--- src/rtl/spiSeqPkg.sv ---
package spiSeqPkg;
  localparam logic [7:0] CMD_READ  = 8'h81;
  localparam logic [7:0] CMD_WRITE = 8'h42;
  localparam logic [7:0] FILL_BYTE = 8'h00;

  typedef enum logic [2:0] {
    ST_IDLE, ST_TXWAIT, ST_CMD, ST_STAT, ST_DATA, ST_COPY
  } seqState_t;

  typedef enum logic [1:0] {
    SRC_RDCMD, SRC_WRCMD, SRC_FILL, SRC_TX
  } byteSrc_t;

  // strobes from control to datapath
  typedef struct packed {
    logic     issue;     // launch one shifter byte
    byteSrc_t src;       // what that byte is
    logic     isRead;    // current transaction direction
    logic     takeStat;  // status byte arrived
    logic     dataStep;  // one data byte finished
    logic     endChunk;  // data phase finished
    logic     copyPush;  // move one staged byte into the FIFO
    logic     clrIdx;    // reset byte index
  } seqStrobe_t;
endpackage

--- src/rtl/spiSeqData.sv ---
module spiSeqData
  import spiSeqPkg::*;
#(
  parameter int LEN_W      = 16,
  parameter int CHUNK_MAX  = 64,
  parameter int FIFO_DEPTH = 128
) (
  input  logic             clk,
  input  logic             rstN,
  input  seqStrobe_t       strobe,
  input  logic             txLoad,
  input  logic [LEN_W-1:0] txLen,
  input  logic [7:0]       txByte,
  input  logic [7:0]       xferRxByte,
  input  logic             rxPop,
  output logic             xferStart,
  output logic [7:0]       xferTxByte,
  output logic             txTake,
  output logic             txDone,
  output logic             statErr,
  output logic             rxValid,
  output logic [7:0]       rxData,
  output logic             remainZero,
  output logic             spaceOk,
  output logic             statZero,
  output logic             lastStep
);
  localparam int IDX_W = $clog2(CHUNK_MAX + 1);
  localparam int SAW   = $clog2(CHUNK_MAX);
  localparam int FAW   = $clog2(FIFO_DEPTH);
  localparam int CNT_W = FAW + 1;

  logic [LEN_W-1:0] remain;
  logic [IDX_W-1:0] chunk, idx, statChunkC;
  logic             statOver;
  logic [31:0]      lim;
  logic [7:0]       stage [CHUNK_MAX];
  logic [7:0]       fifoMem [FIFO_DEPTH];
  logic [FAW-1:0]   wrPtr, rdPtr;
  logic [CNT_W-1:0] count;
  logic [7:0]       byteSel, byteOutQ;
  logic             startQ, txDoneQ, statErrQ, doPop;

  // data-phase length from the status byte
  always_comb begin
    statOver = 1'b0;
    if (strobe.isRead) begin
      lim      = 32'(xferRxByte);
      statOver = lim > 32'(CHUNK_MAX);
    end else begin
      lim = (32'(remain) < 32'(xferRxByte)) ? 32'(remain) : 32'(xferRxByte);
    end
    if (lim > 32'(CHUNK_MAX)) lim = 32'(CHUNK_MAX);
    statChunkC = IDX_W'(lim);
  end

  assign statZero   = (statChunkC == '0);
  assign lastStep   = (IDX_W'(idx + 1'b1) == chunk);
  assign remainZero = (remain == '0);
  assign spaceOk    = (count <= CNT_W'(FIFO_DEPTH - CHUNK_MAX));

  always_comb begin
    unique case (strobe.src)
      SRC_RDCMD: byteSel = CMD_READ;
      SRC_WRCMD: byteSel = CMD_WRITE;
      SRC_FILL:  byteSel = FILL_BYTE;
      default:   byteSel = txByte;
    endcase
  end

  assign txTake     = strobe.issue && (strobe.src == SRC_TX);
  assign xferStart  = startQ;
  assign xferTxByte = byteOutQ;
  assign txDone     = txDoneQ;
  assign statErr    = statErrQ;

  always_ff @(posedge clk) begin
    if (!rstN) begin
      remain   <= '0;
      chunk    <= '0;
      idx      <= '0;
      startQ   <= 1'b0;
      byteOutQ <= '0;
      txDoneQ  <= 1'b0;
      statErrQ <= 1'b0;
    end else begin
      startQ <= strobe.issue;
      if (strobe.issue) byteOutQ <= byteSel;
      if (strobe.takeStat) chunk <= statChunkC;
      statErrQ <= strobe.takeStat && statOver;
      if (strobe.clrIdx) idx <= '0;
      else if (strobe.dataStep || strobe.copyPush) idx <= idx + 1'b1;
      if (txLoad && remainZero) remain <= txLen;
      else if (strobe.endChunk && !strobe.isRead) remain <= remain - LEN_W'(chunk);
      txDoneQ <= strobe.endChunk && !strobe.isRead && (remain == LEN_W'(chunk));
    end
  end

  // staging buffer, filled during the data phase
  always_ff @(posedge clk) begin
    if (strobe.dataStep && strobe.isRead) stage[idx[SAW-1:0]] <= xferRxByte;
  end

  // receive FIFO
  assign doPop   = rxPop && (count != '0);
  assign rxValid = (count != '0);
  assign rxData  = fifoMem[rdPtr];

  always_ff @(posedge clk) begin
    if (strobe.copyPush) fifoMem[wrPtr] <= stage[idx[SAW-1:0]];
  end

  always_ff @(posedge clk) begin
    if (!rstN) begin
      wrPtr <= '0;
      rdPtr <= '0;
      count <= '0;
    end else begin
      if (strobe.copyPush) wrPtr <= wrPtr + 1'b1;
      if (doPop) rdPtr <= rdPtr + 1'b1;
      unique case ({strobe.copyPush, doPop})
        2'b10:   count <= count + 1'b1;
        2'b01:   count <= count - 1'b1;
        default: count <= count;
      endcase
    end
  end
endmodule

--- src/rtl/spiSeqCtrl.sv ---
module spiSeqCtrl
  import spiSeqPkg::*;
(
  input  logic       clk,
  input  logic       rstN,
  input  logic       periphReady,
  input  logic       xferDone,
  input  logic       remainZero,
  input  logic       spaceOk,
  input  logic       statZero,
  input  logic       lastStep,
  output seqStrobe_t strobe,
  output logic       csAct
);
  seqState_t state, stateNext;
  logic readQ, readNext, waitQ, csQ, csSet, csClr, dn;

  // a done only counts while a byte is outstanding
  assign dn    = xferDone && waitQ;
  assign csAct = csQ;

  always_comb begin
    stateNext     = state;
    readNext      = readQ;
    csSet         = 1'b0;
    csClr         = 1'b0;
    strobe        = '0;
    strobe.src    = SRC_FILL;
    strobe.isRead = readQ;
    unique case (state)
      ST_IDLE: begin
        if (periphReady && spaceOk) begin
          csSet        = 1'b1;
          readNext     = 1'b1;
          strobe.issue = 1'b1;
          strobe.src   = SRC_RDCMD;
          stateNext    = ST_CMD;
        end else if (!remainZero) begin
          csSet     = 1'b1;
          readNext  = 1'b0;
          stateNext = ST_TXWAIT;
        end
      end
      ST_TXWAIT: begin
        if (periphReady) begin
          strobe.issue = 1'b1;
          strobe.src   = SRC_WRCMD;
          stateNext    = ST_CMD;
        end
      end
      ST_CMD: begin
        if (dn) begin
          strobe.issue = 1'b1;
          strobe.src   = SRC_FILL;
          stateNext    = ST_STAT;
        end
      end
      ST_STAT: begin
        if (dn) begin
          strobe.takeStat = 1'b1;
          strobe.clrIdx   = 1'b1;
          if (statZero) begin
            csClr     = 1'b1;
            stateNext = ST_IDLE;
          end else begin
            strobe.issue = 1'b1;
            strobe.src   = readQ ? SRC_FILL : SRC_TX;
            stateNext    = ST_DATA;
          end
        end
      end
      ST_DATA: begin
        if (dn) begin
          strobe.dataStep = 1'b1;
          if (lastStep) begin
            strobe.endChunk = 1'b1;
            csClr           = 1'b1;
            if (readQ) begin
              strobe.clrIdx = 1'b1;
              stateNext     = ST_COPY;
            end else begin
              stateNext = ST_IDLE;
            end
          end else begin
            strobe.issue = 1'b1;
            strobe.src   = readQ ? SRC_FILL : SRC_TX;
          end
        end
      end
      ST_COPY: begin
        strobe.copyPush = 1'b1;
        if (lastStep) stateNext = ST_IDLE;
      end
      default: stateNext = ST_IDLE;
    endcase
  end

  always_ff @(posedge clk) begin
    if (!rstN) begin
      state <= ST_IDLE;
      readQ <= 1'b0;
      waitQ <= 1'b0;
      csQ   <= 1'b0;
    end else begin
      state <= stateNext;
      readQ <= readNext;
      if (strobe.issue) waitQ <= 1'b1;
      else if (dn) waitQ <= 1'b0;
      if (csSet) csQ <= 1'b1;
      else if (csClr) csQ <= 1'b0;
    end
  end
endmodule

--- src/rtl/spiHostSeq.sv ---
module spiHostSeq
  import spiSeqPkg::*;
#(
  parameter int LEN_W      = 16,
  parameter int CHUNK_MAX  = 64,
  parameter int FIFO_DEPTH = 128
) (
  input  logic             clk,
  input  logic             rstN,
  input  logic             periphReady,
  output logic             csAct,
  output logic             xferStart,
  output logic [7:0]       xferTxByte,
  input  logic [7:0]       xferRxByte,
  input  logic             xferDone,
  input  logic             txLoad,
  input  logic [LEN_W-1:0] txLen,
  input  logic [7:0]       txByte,
  output logic             txTake,
  output logic             txDone,
  output logic             rxValid,
  output logic [7:0]       rxData,
  input  logic             rxPop,
  output logic             statErr
);
  seqStrobe_t strobe;
  logic remainZero, spaceOk, statZero, lastStep;

  spiSeqCtrl uCtrl (
    .clk(clk), .rstN(rstN), .periphReady(periphReady), .xferDone(xferDone),
    .remainZero(remainZero), .spaceOk(spaceOk), .statZero(statZero),
    .lastStep(lastStep), .strobe(strobe), .csAct(csAct)
  );

  spiSeqData #(.LEN_W(LEN_W), .CHUNK_MAX(CHUNK_MAX), .FIFO_DEPTH(FIFO_DEPTH)) uData (
    .clk(clk), .rstN(rstN), .strobe(strobe), .txLoad(txLoad), .txLen(txLen),
    .txByte(txByte), .xferRxByte(xferRxByte), .rxPop(rxPop),
    .xferStart(xferStart), .xferTxByte(xferTxByte), .txTake(txTake),
    .txDone(txDone), .statErr(statErr), .rxValid(rxValid), .rxData(rxData),
    .remainZero(remainZero), .spaceOk(spaceOk), .statZero(statZero),
    .lastStep(lastStep)
  );
endmodule

--- config.mk ---
export PLATFORM = sky130hd
export DESIGN_NAME = spiHostSeq
export DESIGN_NICKNAME = d
export VERILOG_FILES = /design/src/rtl/spiSeqPkg.sv /design/src/rtl/spiSeqData.sv /design/src/rtl/spiSeqCtrl.sv /design/src/rtl/spiHostSeq.sv
export SDC_FILE = /design/constraint.sdc
export NUM_CORES = 2
export LEC_CHECK = 0
export ABC_AREA = 1
export BUFFER_PORTS_ARGS = -buffer_cell sky130_fd_sc_hd__buf_2
export CORE_ASPECT_RATIO = 1.5
export CORE_MARGIN = 3
export CORE_UTILIZATION = 60
export CTS_BUF_LIST = sky130_fd_sc_hd__clkbuf_8
export DETAILED_ROUTE_END_ITERATION = 16
export PLACE_DENSITY = 0.75
export SYNTH_ARGS = -nofsm -noshare
export SYNTH_HDL_FRONTEND = slang
export SYNTH_SLANG_ARGS = --single-unit
--- constraint.sdc ---
create_clock -name clk -period 10.02 [get_ports clk]
set_input_delay 2.004 -clock clk [delete_from_list [all_inputs] [get_ports clk]]
set_output_delay 2.004 -clock clk [all_outputs]
set_load 0.05 [all_outputs]
==> flow_summary.json <==
{
  "synthesis.area_um2": 65300,
  "crit_path_start_kind": "flop",
  "h-tree-depth": 4,
  "grt_pass1_vias": 42200,
  "dpl.hpwl_um": 96600,
  "crit_path_end_kind": "output pin",
  "async_reset_ff_share_pct": 0,
  "globalplace.congestion": 0.886,
  "fmax_mhz": 136,
  "ff2ff_setup_slack_ns": 4.53,
  "cts_root_buffer": "clkbuf_8",
  "rows": 147,
  "grt_first_pass_wirelength_um": 249000,
  "clk_latency_ns": 0.95,
  "synth_edf_count": 1536,
  "die_area_um2": 113000,
  "setup_violations": 0,
  "period_share_pct": 73.3,
  "yosysMostFrequentCell": "edfxtp_1",
  "synth_ff_type": "edfxtp_1",
  "synth_area_leader_cell": "edfxtp_1",
  "ioPinCount": 60,
  "synth_area_leaders": "edfxtp_1 (71%), o21ai_0 (7.4%), nor2_1 (7.2%), o22ai_1 (3.8%), dfxtp_1 (2.5%)",
  "nets": 5345,
  "r2r_end": "uData.fifoMem[24][4]",
  "synthCells": 5291,
  "min_path_type": "reg -> reg",
  "min_period_ns": 7.34,
  "cp.required_ns": 8.02,
  "vias": 43500,
  "cts_tree": "yes",
  "ff2ff_path_depth": 10,
  "dr.pass1.iters": 6,
  "synth.top_cell.area_share_pct": 70.7,
  "hold_violations": 0,
  "cts_hold_buf": 0,
  "leakage_uw": 0.0231,
  "drive_gt1_share_pct": 8.60,
  "rsz0062_at_grt": "false",
  "cts_buffer_depth": 3,
  "ys_top_cells_by_count": "edfxtp_1 (1536), nor2_1 (1247), o21ai_0 (971)",
  "grtUsageTotal_pct": 29.1,
  "cp_data_arrival_time_ns": 5.34,
  "antenna_found_initial": 4,
  "die_y_um": 410,
  "slew_violations": 0,
  "routed_wl_um": 166000,
  "cts_inserted_buffers": 221,
  "wl_per_cell_um": 24.1,
  "die_width_um": 275,
  "final_core_util_pct": 65.7,
  "max_cap_violations": 0,
  "drtIter0Drc": 5484,
  "powerDensity_nw_per_um2": 221,
  "ys_seq_area_share_pct": 73.2,
  "cp-endpoint": "rxData[1]",
  "grt_max_degree": 223,
  "postRouteAntennaNets": 0,
  "fin_skew_ns": 0.0861,
  "drc_errors": 0,
  "synth_nets": 5355,
  "yosysWarnings": 0,
  "synth_seq_cells": 1618,
  "tns_ns": 0,
  "initial_core_util_pct": 60.7,
  "cts.reportedPaths.clkPinSlew_ns": 0.07,
  "clock_sinks": 1618,
  "grt_overflow": 0,
  "synthDistinctLibCells": 51,
  "post_cts_resized": 0,
  "portBuffers": 59,
  "syn2layout_area_growth_pct": 8.22,
  "synth_area_per_cell_um2": 12.3,
  "relSlewSlack_pct": 16.0,
  "worst_pin_slew_ns": 1.25,
  "worstSetupPathType": "reg -> out",
  "core_um2": 107000,
  "cp_max_fo": 74,
  "vias_per_cell": 6.33,
  "post_cts_buffers": 0,
  "status": "finished clean",
  "peakVddDrop_uv": 182
}
where the power goes:
group | switching (uW) | internal [uW] | total [uW]
Sequential | 125 | 7580 | 7710
Clock | 2430 | 2240 | 4670
Combinational | 2300 | 917 | 3220
Total | 4850 | 10700 | 15600
logic make-up after synthesis:
group                    after synthesis  share of synthesized area [%]
XOR/XNOR                              21                          0.282
AND/OR/NAND/NOR                     1554                           9.47
flip-flops                          1618                           73.2
buffers and inverters                482                           2.88
adder cells (fa/ha/maj)               26                          0.522
AO/OA/AOI/OAI                       1590                           13.6
how the worst min path moves through the flow:
stage,startpoint,to,slack (ns),depth (start not counted)
after floorplan,uData.rdPtr[6],flop,0.41,1
after global placement,uData.rdPtr[6],uData.rdPtr[6],0.43,1
after detailed placement,uData.rdPtr[6],uData.rdPtr[6],0.44,1
after CTS,uData.rdPtr[6],flop,0.44,1
after global routing,uData.rdPtr[6],uData.rdPtr[6],0.46,1
final,uData.rdPtr[6],flop,0.45,1
worst max-delay path, cell delays in order (launching register included):
cell      delay (ns)
dfxtp_4         0.87
buf_4           0.73
buf_4           0.71
o21ai_0         0.22
o22ai_1         0.23
o21ai_0         0.11
o221ai_1        0.48
nand3_1         0.13
nand2_1         0.17
nor2_1          0.06
a21oi_1         0.26
buf_2           0.33
metal layers:
metal	up-vias	share of wire, %	global-route usage (%)	wire (um)
met5	-	0	0	0
li1	19500	-	-	-
met3	516	8.1	4.92	13400
met2	2328	50	49.0	83100
met4	0	6.5	18.0	10800
met1	21100	35	35.0	58400
area by class of cell:
type	count	area, um^2
flip-flops and latches	1618	47800
fillers	7694	36800
multi-input cells	3191	15700
clock buffers	231	3180
well taps	1415	1770
clock inverters	167	871
repair buffers	120	803
inverters	129	505
diodes	4	10.0
sequential cells by signal, summed over array words and instances, names as in the netlist, named ones only:
register / count
uData.idx: 7
uData.rdPtr: 7
uCtrl.state: 3
uData.count: 8
uData.remain: 16
uData.xferStart: 1
uData.chunk: 7
uData.wrPtr: 7
uCtrl.csAct: 1
uData.txDone: 1
uData.stage: 512
uCtrl.waitQ: 1
uData.fifoMem: 1024
uData.xferTxByte: 8
uData.statErr: 1
uCtrl.readQ: 1
layout by cell type, fill, tap and decap left out, types with 50 or more instances in the layout:
cell type,count
o221ai_1,68
clkinv_1,50
buf_4,57
nand2_1,151
edfxtp_1,1536
o21ai_0,967
nor2_1,1247
inv_1,186
buf_2,59
clkbuf_8,231
dfxtp_1,75
nand3_1,82
o22ai_1,398
metrics by stage:
| stage | total power (uW) | hold slack (ns) | cell area, um^2 | cells | setup slack [ns] |
|---|---|---|---|---|---|
| finish | 15600 | 0.451 | 70600 | 6875 | 2.68 |
| global route | 16300 | 0.465 | 70600 | 6873 | 2.52 |
| CTS | 15600 | 0.444 | 70600 | 6871 | 2.74 |
| global placement | 10900 | 0.426 | 66600 | 6473 | 3.15 |
| detailed placement | 11000 | 0.436 | 66600 | 6473 | 3.11 |
| floorplan | 10100 | 0.412 | 65300 | 5291 | 2.25 |
No activity file was read; power rests on OpenSTA's default activity.
